===== config.mk =====
export PLATFORM = sky130hd
export DESIGN_NAME = bus_cycle_demux
export DESIGN_NICKNAME = d
export VERILOG_FILES = /design/src/rtl/bus_demux_pkg.sv /design/src/rtl/bus_demux_ctl.sv /design/src/rtl/bus_demux_dp.sv /design/src/rtl/bus_cycle_demux.sv
export SDC_FILE = /design/constraint.sdc
export NUM_CORES = 1
export LEC_CHECK = 0
export ABC_AREA = 1
export BUFFER_PORTS_ARGS = -buffer_cell sky130_fd_sc_hd__buf_2
export CAP_MARGIN = 20
export CORE_AREA = 2 2 67 69
export DETAILED_ROUTE_END_ITERATION = 6
export DIE_AREA = 0 0 69 71
export GPL_TIMING_DRIVEN = 0
export PLACE_DENSITY = 0.75
export SLEW_MARGIN = 20
export SYNTH_ARGS = -nofsm -noshare
export SYNTH_HDL_FRONTEND = slang
export SYNTH_SLANG_ARGS = --single-unit

===== constraint.sdc =====
create_clock -name clk -period 1.1 [get_ports clk]
set_input_delay 0.11 -clock clk [delete_from_list [all_inputs] [get_ports clk]]
set_output_delay 0.11 -clock clk [all_outputs]
set_load 0.005 [all_outputs]

===== src/rtl/bus_demux_pkg.sv =====
package bus_demux_pkg;

  typedef enum logic [2:0] {
    ST_WAIT   = 3'b000,
    ST_XFER   = 3'b001,
    ST_ADRLO  = 3'b010,
    ST_HALT   = 3'b011,
    ST_ADRHI  = 3'b100,
    ST_EXT5   = 3'b101,
    ST_ADRLOI = 3'b110,
    ST_EXT4   = 3'b111
  } procState_e;

  typedef enum logic [1:0] {
    CYC_FETCH = 2'b00,
    CYC_IO    = 2'b01,
    CYC_READ  = 2'b10,
    CYC_WRITE = 2'b11
  } cycKind_e;

  typedef struct packed {
    logic latchLo;
    logic latchHi;
    logic xfer;
  } ctlStrobes_t;

endpackage


===== src/rtl/bus_demux_ctl.sv =====
module bus_demux_ctl
  import bus_demux_pkg::*;
#(
  parameter int WAIT_W = 4
) (
  input  logic              clk,
  input  logic              rstN,
  input  logic              stateTick,
  input  logic [2:0]        status,
  input  logic [1:0]        ccIn,
  input  logic [WAIT_W-1:0] waitStates,
  output ctlStrobes_t       strobes,
  output logic              readyOut
);

  procState_e          curState;
  logic [WAIT_W-1:0]   waitCnt;
  logic                memCycle;

  always_comb begin
    curState        = procState_e'(status);
    strobes.latchLo = stateTick && (curState == ST_ADRLO || curState == ST_ADRLOI);
    strobes.latchHi = stateTick && (curState == ST_ADRHI);
    strobes.xfer    = stateTick && (curState == ST_XFER);
    memCycle        = (cycKind_e'(ccIn) != CYC_IO);
  end

  always_ff @(posedge clk or negedge rstN) begin
    if (!rstN) begin
      waitCnt <= '0;
    end else if (strobes.latchHi) begin
      waitCnt <= memCycle ? waitStates : '0;
    end else if (strobes.xfer) begin
      waitCnt <= '0;
    end else if (stateTick && curState == ST_WAIT && waitCnt != '0) begin
      waitCnt <= waitCnt - 1'b1;
    end
  end

  assign readyOut = (waitCnt == '0);

endmodule


===== src/rtl/bus_demux_dp.sv =====
module bus_demux_dp
  import bus_demux_pkg::*;
#(
  parameter int DATA_W    = 8,
  parameter int ADDR_W    = 14,
  parameter int IN_PORTS  = 8,
  parameter int OUT_PORTS = 24
) (
  input  logic                 clk,
  input  logic                 rstN,
  input  ctlStrobes_t          strobes,
  input  logic [DATA_W-1:0]    busIn,
  input  logic [DATA_W-1:0]    memRdData,
  input  logic [DATA_W-1:0]    ioRdData,
  output logic [ADDR_W-1:0]    addr,
  output logic [1:0]           cycType,
  output logic [DATA_W-1:0]    busOut,
  output logic                 busOe,
  output logic                 memRd,
  output logic                 memWr,
  output logic [DATA_W-1:0]    wrData,
  output logic [IN_PORTS-1:0]  inStrobe,
  output logic [OUT_PORTS-1:0] outStrobe
);

  localparam int HI_W   = ADDR_W - DATA_W;
  localparam int PORT_W = $clog2(IN_PORTS + OUT_PORTS);

  logic [DATA_W-1:0] loByte;
  logic [HI_W-1:0]   hiBits;
  cycKind_e          cycReg;
  logic [PORT_W-1:0] portNum;
  logic              ioXfer;
  logic              portIsIn;

  always_ff @(posedge clk or negedge rstN) begin
    if (!rstN) begin
      loByte <= '0;
      hiBits <= '0;
      cycReg <= CYC_FETCH;
    end else begin
      if (strobes.latchLo) loByte <= busIn;
      if (strobes.latchHi) begin
        hiBits <= busIn[HI_W-1:0];
        cycReg <= cycKind_e'(busIn[DATA_W-1 -: 2]);
      end
    end
  end

  always_comb begin
    addr     = {hiBits, loByte};
    cycType  = cycReg;
    portNum  = loByte[PORT_W-1:0];
    portIsIn = (portNum < PORT_W'(IN_PORTS));
    memRd    = strobes.xfer && (cycReg == CYC_FETCH || cycReg == CYC_READ);
    memWr    = strobes.xfer && (cycReg == CYC_WRITE);
    ioXfer   = strobes.xfer && (cycReg == CYC_IO);
    busOe    = memRd || (ioXfer && portIsIn);
    busOut   = !busOe ? '0 : (memRd ? memRdData : ioRdData);
    wrData   = busIn;
  end

  for (genvar i = 0; i < IN_PORTS; i++) begin : g_inPort
    assign inStrobe[i] = ioXfer && (portNum == PORT_W'(i));
  end

  for (genvar j = 0; j < OUT_PORTS; j++) begin : g_outPort
    assign outStrobe[j] = ioXfer && (portNum == PORT_W'(IN_PORTS + j));
  end

endmodule


===== src/rtl/bus_cycle_demux.sv =====
module bus_cycle_demux
  import bus_demux_pkg::*;
#(
  parameter int DATA_W    = 8,
  parameter int ADDR_W    = 14,
  parameter int WAIT_W    = 4,
  parameter int IN_PORTS  = 8,
  parameter int OUT_PORTS = 24
) (
  input  logic                 clk,
  input  logic                 rstN,
  input  logic                 stateTick,
  input  logic [2:0]           status,
  input  logic [DATA_W-1:0]    busIn,
  input  logic [DATA_W-1:0]    memRdData,
  input  logic [DATA_W-1:0]    ioRdData,
  input  logic [WAIT_W-1:0]    waitStates,
  output logic [ADDR_W-1:0]    addr,
  output logic [1:0]           cycType,
  output logic [DATA_W-1:0]    busOut,
  output logic                 busOe,
  output logic                 memRd,
  output logic                 memWr,
  output logic [DATA_W-1:0]    wrData,
  output logic [IN_PORTS-1:0]  inStrobe,
  output logic [OUT_PORTS-1:0] outStrobe,
  output logic                 readyOut
);

  ctlStrobes_t strobes;

  bus_demux_ctl #(.WAIT_W(WAIT_W)) u_ctl (
    .clk        (clk),
    .rstN       (rstN),
    .stateTick  (stateTick),
    .status     (status),
    .ccIn       (busIn[DATA_W-1 -: 2]),
    .waitStates (waitStates),
    .strobes    (strobes),
    .readyOut   (readyOut)
  );

  bus_demux_dp #(
    .DATA_W    (DATA_W),
    .ADDR_W    (ADDR_W),
    .IN_PORTS  (IN_PORTS),
    .OUT_PORTS (OUT_PORTS)
  ) u_dp (
    .clk       (clk),
    .rstN      (rstN),
    .strobes   (strobes),
    .busIn     (busIn),
    .memRdData (memRdData),
    .ioRdData  (ioRdData),
    .addr      (addr),
    .cycType   (cycType),
    .busOut    (busOut),
    .busOe     (busOe),
    .memRd     (memRd),
    .memWr     (memWr),
    .wrData    (wrData),
    .inStrobe  (inStrobe),
    .outStrobe (outStrobe)
  );

endmodule


==> results of run 1 <==
-- cells in the mapped netlist --
library cell / number
nand2_1: 96
buf_4: 8
ha_1: 2
nand2_2: 2
inv_1: 31
o21ai_0: 16
dfrtp_1: 20
inv_2: 1
nand3_1: 7
nor2_4: 1
nor2_1: 48
xor2_1: 1
nor3_4: 1
clkbuf_1: 2
nand4_1: 2
nand2_4: 2
buf_6: 2
clkinv_1: 1
-- worst min path at each step --
| stage | to | slack [ns] | depth (start not counted) |
|---|---|---|---|
| after floorplan | u_ctl.waitCnt[0]$_DFFE_PN0P_ | -0.19 | 0 |
| after global placement | u_ctl.waitCnt[2]$_DFFE_PN0P_ | 0.08 | 1 |
| after detailed placement | u_ctl.waitCnt[3]$_DFFE_PN0P_ | 0.09 | 1 |
| after CTS | u_dp.cycType[0]$_DFFE_PN0P_ | 0.13 | 3 |
| after global routing | u_dp.hiBits[5]$_DFFE_PN0P_ | 0.13 | 3 |
| final | u_dp.cycType[0]$_DFFE_PN0P_ | 0.13 | 3 |
-- metal layers --
metal / wire length [microns] / global-route usage / vias up
met5: 0 / 0 / -
li1: - / - / 957
met1: 1940 / 0.223 / 817
met4: 42 / 0.0675 / 0
met3: 305 / 0.0356 / 4
met2: 2180 / 0.301 / 81
-- layout by cell type, fill, tap and decap left out --
master / n
nand2_2: 7
nand4_1: 2
buf_12: 2
clkbuf_1: 2
o21ai_0: 16
inv_4: 1
buf_2: 101
nand2_4: 3
xor2_1: 1
nor3_4: 1
dfrtp_2: 3
inv_1: 27
dfrtp_1: 17
nand3_1: 6
buf_4: 15
nand2_1: 91
ha_4: 1
nand3_2: 1
inv_2: 4
buf_6: 1
buf_8: 1
nor2_4: 9
ha_1: 1
clkinv_4: 1
nor2_2: 27
dlygate4sd3_1: 1
clkbuf_8: 4
nor2_1: 13
-- stage by stage --
step                       util  setup slack [ns]  hold WS, ns  std cells  cell area (sq um)
final                     0.569            -0.459        0.131        411               2390
after global routing      0.569            -0.537        0.130        411               2390
after CTS                 0.549            -0.437        0.128        410               2310
after detailed placement  0.504            -0.386       0.0907        396               2120
after global placement    0.504            -0.354       0.0795        396               2120
after floorplan               -           -0.0620       -0.186        243               1550
-- critical path, stage by stage (launching register included) --
cell	delay, ns
dfrtp_2	0.44
nor3_4	0.27
nand2_4	0.11
buf_8	0.16
nor2_2	0.09
buf_2	0.12
-- area by class of cell --
class                      instances  area [sq um]  share of cell area
sequential                        20           504               0.211
buffer                            12           103              0.0429
multi-input combinational        179           933               0.390
clock buffer                       4          55.1              0.0230
tap                               52          65.1              0.0272
inverter                          33           131              0.0549
timing repair buffer             111           599               0.251
-- cell families (layout without fill, tap and decap cells) --
logic type	Yosys count	count (layout)
AOI/OAI and AO/OA	16	16
xor gates and xnor gates	1	1
adders and majority gates	2	2
buffers and inverters	45	160
DFF	20	20
and+or+nand+nor	159	160
-- flip-flops by register name, summed over array words and instances, names as in the netlist --
name	cells
u_dp.loByte	8
u_dp.hiBits	6
u_ctl.waitCnt	4
u_dp.cycType	2
-- power groups by stage --
| stage | sequential, uW | clock, uW | combinational, uW |
|---|---|---|---|
| 3_3_place_gp | 1090 | 0 | 1000 |
| 3_5_place_dp | 1090 | 0 | 1030 |
| 4_1_cts | 1070 | 562 | 1160 |
| 6_report | 1080 | 546 | 1190 |
| 5_1_grt | 1100 | 589 | 1380 |
| 2_1_floorplan | 1070 | 0 | 678 |
-- timing repair --
item                                    CTS  global route
hold buffers                              1             0
gates cloned                              1             0
hold endpoints to repair                 20             0
setup buffers                             8             1
resized for setup                        17            23
pin swaps                                 8             5
endpoints found under the setup margin   48            51
==> results.md, run 1 <==
- Status: finished with violations
- Violated checks: setup timing
- WP data required: approximately 1 ns
- Dpl hpwl: about 3.4 mm
- Worst IR Drop VDD: roughly 0.80 mV
- First-pass GRT wire length: ~7.3 mm
- CTS max path bufs: 2
- Mux contribution to synthesized area: 0
- RR Endpoint: u_ctl.waitCnt[2]$_DFFE_PN0P_
- Relative slew slack: 0.661
- Final setup fails: 48
- Seq/Total Area, Yosys: 0.338
- Post-Synth Simple-Gate Area: 0.440
- Synth area leaders: dfrtp_1, nand2_1, nor2_1
- Pwr per Cell Area: 1180 mW/mm^2
- Port-buffer cells: about 100
- Measured slew at the worst slew-check pin: between 0.5 and 0.6 ns
- Power, Total: ~2800 uW
- Clock skew: between 0.0002 and 0.0003 ns
- Hold Path Origin: busIn[6]
- HP Class: in -> reg
- Cell area after synthesis: around 0.0015 sq mm
- Setup slack, reg-to-reg: -0.14 ns
- Root Buffer: clkbuf_8
- Combinational power share: 0.424
- Crit. End Element: output port
- Cts bufs inserted: 3
- Initial antenna violation count: 0
- Compound-Gate Fraction of Synth Area: 0.0541
- RSZ-0062 raised after global routing: yes
- Overflow left after global routing: 0
- Synthesis Warnings: 0
- Die area: around 0.0049 sq mm
- Layout fillers: between 400 and 500
- Clock Latency Late Sink: between 0.2 and 0.3 ns
- Largest family of logic cells by synthesized area: simple AND/OR/NAND/NOR gates
- Final Hold Fails: 0
- Setup Crit Path Kind: reg -> out
- DR iter-0 viols: 50
- Crit path max fanout: 10
- Net count, final: between 300 and 400
- Layout area overhead: 61.7%
- Detailed-route via count: between 1500 and 2000
- Max-Cap Viols: 0
- Post-Synth XOR/XNOR Area: 0.00592
- Max Freq: 0.641 GHz
- TritonCTS Sinks: 20
- Worst r2r src: u_ctl.waitCnt[1]$_DFFE_PN0P_
- Die Wd: a little under 70 microns
- Total Wirelength: 4.46 mm
- Core area: 0.00420 sq mm
- Clock transition at path regs: about 0.07 ns
- CTS tree: done
- Number of global-route vias before repair: 1687
- Seq cells post-synth: 20
- Initial Util: 0.352
- DRC viols: 0
- Cell taking the most area after synthesis: dfrtp_1
- Largest net degree at the start of global routing: 21
- Pint: 1760 uW
- Post-detailed-route wirelength per cell: 10.9 microns
- Num rows: 24
- Leak: roughly 0.0014 uW
- GRT Util Overall: 0.177
- Diodes inserted: 0
- R2R cell count: 7
- Yosys top cell area share: 0.338
- Minimum clock period after layout: 1.56 ns
- Psw: between 1000 and 1500 uW
- Ratio of cells with drive above 1 in the final layout: 0.507
- Final setup margin: -0.459 ns
- Critical Path Sink: outStrobe[16]
- DR vias/cell: around 4.5
- Syn_nets: 279
- Post-synthesis area per instance: between 6 and 7 sq um
- Clock power share: 0.194
- Pins Over Slew Limit: 0
- Instance count of the mapped netlist: 243
- Sw Share: 0.374
- Antenna viol nets, final: 0
- Seq pwr share: 0.382
- Number of top-level pins: 102
- Fin crit share: 1.42
- Synth Area in Adders: 0.0169
- Unique masters post-synth: 18
- Worst path arrival time: approximately 1.5 ns
- Die span in y: 71 microns
- Setup tns final: -17.56 ns
- Startpoint Class: register
- H-tree lvl count: 1
- RePlAce Congestion: about 0.81
- Worst Setup SP: u_dp.cycType[1]$_DFFE_PN0P_
- Total iterations of the first detailed-routing run: 4
(Power assumes the default switching activity.)
==> run 2, diff against run 1 <==
- ABC_AREA: 1 -> default
- CORE_AREA: 2 2 67 69 -> 2 2 65 67
- DIE_AREA: 0 0 69 71 -> 0 0 67 69
- PLACE_DENSITY: 0.75 -> 0.77
==> run 2 against run 1 <==
Against the previous run: the flow still finishes with violations (setup timing); register-to-register slack lost 0.61 ns; final area grew 5.0%; sequential power is essentially flat; utilization grew 7.3 points; clock-buffer cell count is the same; flip-flop and latch count is the same; non-clock buffer count grew 20; global-route usage shrank 1.4 points.
==> results.md, run 2 <==
- Clock power share: 0.157
- Die area: approximately 0.0046 sq mm
- Die span in y: about 69 microns
- Post-synth EDFFs: 0
- CTS max path bufs: 2
- Worst stage delay on the critical path: about 0.47 ns
- Pwr per Cell Area: ~1200 mW/mm^2
- Most common cell after layout, fill and taps aside: buf_2
- Post-Layout Inst Area: roughly 0.0025 sq mm
- Final setup fails: 48
- Crit path buf inv count: 1
- RePlAce Congestion: approximately 0.76
- Violated checks: setup timing
- Die Wd: around 67 microns
- Synthesis Warnings: 0
- DR vias/cell: between 4 and 5
- Power, Total: 3030 uW
- TritonCTS Sinks: 20
- Cell Chain, Critical Path: inv_2, ha_4, or4b_4, o2111ai_4, mux2_4
- Net count, final: ~320
- Critical path depth: 5
- Worst path arrival time: just under 2 ns
- Core area: between 0.003 and 0.004 sq mm
- CTS tree: done
- Top-count cell post-synth: nor2_1
- Relative slew slack: 0.704
- Grt met3 use: 0.0212
- DP Area: ~0.0021 sq mm
- Setup Crit Path Kind: reg -> reg
- Setup tns final: -23.03 ns
- Max Freq: ~0.54 GHz
- Cell taking the most area after synthesis: dfrtp_1
- Clock skew: ~0.0003 ns
- Clock Latency Late Sink: between 0.2 and 0.3 ns
- Ratio of cells with drive above 1 in the final layout: 0.778
- GR Layer Usage met1: 0.193
- Crit path max-delay family: simple AND/OR/NAND/NOR gates
- Port-buffer cells: between 100 and 150
- Max-Cap Viols: 0
- DRC viols: 0
- Antenna viol nets, final: 0
- Final Hold Fails: 0
- Total Wirelength: ~4 mm
- Cell area after synthesis: 0.00140 sq mm
- Most used routing layer: met2
- Commonest cells post-synth: nor2_1, dfrtp_1, mux2_2, nand2b_1, nor3_1
- Status: finished with violations
- Leak: 0.00129 uW
- Root Buffer: clkbuf_8
- Combinational power share: 0.486
- Layout fillers: about 330
- Max reg flops: 8
- Initial antenna violation count: 0
- Diodes inserted: 0
- Psw: between 1000 and 1500 uW
- Worst IR Drop VDD: ~0.86 mV
- Layout area overhead: 78.9%
- Critical-path top delay cell: or4b_4
- Measured slew at the worst slew-check pin: around 0.44 ns
- WHS Path Cells: 2
- FFs w/ async S/R, synth: 1.00
- Fin crit share: 1.68
- HP Class: in -> reg
- Clock transition at path regs: roughly 0.07 ns
- RSZ-0062 raised after global routing: yes
- Startpoint Class: register
- Crit path max fanout: 6
- Cts bufs inserted: 3
- Pins Over Slew Limit: 0
- R2R cell count: 5
- Crit. End Element: register
- Final setup margin: -0.745 ns
- Initial Util: 0.358
- First-pass GRT wire length: between 6 and 7 mm
- Setup slack, reg-to-reg: -0.75 ns
- Ys flop type: dfrtp_1
- Seq pwr share: 0.356
- Dpl hpwl: roughly 3 mm
- Instance count of the mapped netlist: about 150
- Largest Register: u_dp.loByte
- Syn_nets: roughly 180
- Sw Share: 0.345
- Largest net degree at the start of global routing: 21
- H-tree lvl count: 1
- Detailed-route via count: 1530
- Post-detailed-route wirelength per cell: 12.2 microns
- Yosys top cell area share: 0.357
- Synth area leaders: dfrtp_1, mux2_2, nor2_1
- Num rows: 23
- WP data required: between 1 and 1.5 ns
- Post-synthesis area per instance: about 9.6 sq um
- Final cell utilization of the core: 0.641
- Biggest regs: u_dp.loByte x8, u_dp.hiBits x6, u_ctl.waitCnt x4
- Highest-count cells in the layout ignoring fill and taps: buf_2, buf_4, dfrtp_1, mux2_2, nor2_2
- Seq cells post-synth: 20
- Minimum clock period after layout: roughly 1.8 ns
- Total iterations of the first detailed-routing run: 3
- Met2 Track Usage GR: 0.304
- Overflow left after global routing: 0
- Number of top-level pins: 102
- Pint: a little under 2000 uW
- Unique masters post-synth: 33
- GRT Util Overall: 0.163
- Number of global-route vias before repair: roughly 1400
- Seq/Total Area, Yosys: 0.357
- DR iter-0 viols: between 40 and 50
==> run 2: per-stage QoR <==
step,hold WS (ns),std cells,setup slack (ns)
final,0.123,329,-0.745
after global routing,0.123,329,-0.775
after CTS,0.119,317,-0.710
after detailed placement,0.0810,297,-0.790
after global placement,0.0781,297,-0.752
after floorplan,-0.186,146,-0.668
==> run 2: path summary, 6_finish.rpt <==
kind                                           endpoint                          from
hold reg to reg              u_dp.loByte[7]$_DFFE_PN0P_    u_dp.loByte[7]$_DFFE_PN0P_
hold / removal               u_dp.loByte[3]$_DFFE_PN0P_                      busIn[3]
setup / recovery           u_ctl.waitCnt[1]$_DFFE_PN0P_  u_ctl.waitCnt[1]$_DFFE_PN0P_
setup reg to reg           u_ctl.waitCnt[1]$_DFFE_PN0P_  u_ctl.waitCnt[1]$_DFFE_PN0P_
max in group asynchronous    u_dp.loByte[3]$_DFFE_PN0P_                          rstN
min in group asynchronous  u_ctl.waitCnt[0]$_DFFE_PN0P_                          rstN
==> run 2: layout make-up <==
cell class                 instances  area (sq um)  area share
multi-input combinational        107          1030       0.410
timing repair buffer             128           731       0.291
sequential                        20           504       0.201
buffer                            15           120      0.0479
tap                               50          62.6      0.0249
clock buffer                       4          45.0      0.0179
inverter                           5          18.8     0.00748
==> run 2: cell families (layout without fill, tap and decap cells) <==
logic type               after synthesis  in the layout  synth area share
adder cells (fa/ha/maj)                2              2            0.0178
multiplexers                          16             16             0.128
flip-flops                            20             20             0.357
AO/OA/AOI/OAI                         21             21             0.141
XOR/XNOR                               1              1           0.00625
buffers and inverters                 20            152            0.0785
AND/OR/NAND/NOR                       66             67             0.271
==> run 2: power groups by stage <==
stage	clock [uW]	combinational, uW	sequential, uW
4_1_cts	488	1290	1080
3_5_place_dp	0	1090	1100
5_1_grt	528	1610	1110
2_1_floorplan	0	720	1080
3_3_place_gp	0	1060	1100
6_report	477	1480	1080
==> run 2: repair_timing <==
action | CTS | global route
buffers inserted | 14 | 12
endpoints found under the setup margin | 48 | 48
hold buffers | 1 | 0
gates resized for setup | 17 | 17
cloned | 1 | 1
pin swaps | 18 | 12
endpoints found under the hold margin | 20 | 0
==> run 2: worst reg2reg max path: stages (launching register included) <==
cell and delay [ns]:
dfrtp_1 0.41, inv_2 0.10, ha_4 0.13, or4b_4 0.47, o2111ai_4 0.30, mux2_4 0.33
==> run 2: layer usage <==
| layer | vias to the layer above | part of all wire | wire length, microns |
|---|---|---|---|
| li1 | 776 | - | - |
| met3 | 4 | 0.062 | 247 |
| met1 | 696 | 0.41 | 1660 |
| met5 | - | 0 | 0 |
| met4 | 0 | 0.0072 | 29 |
| met2 | 54 | 0.52 | 2070 |
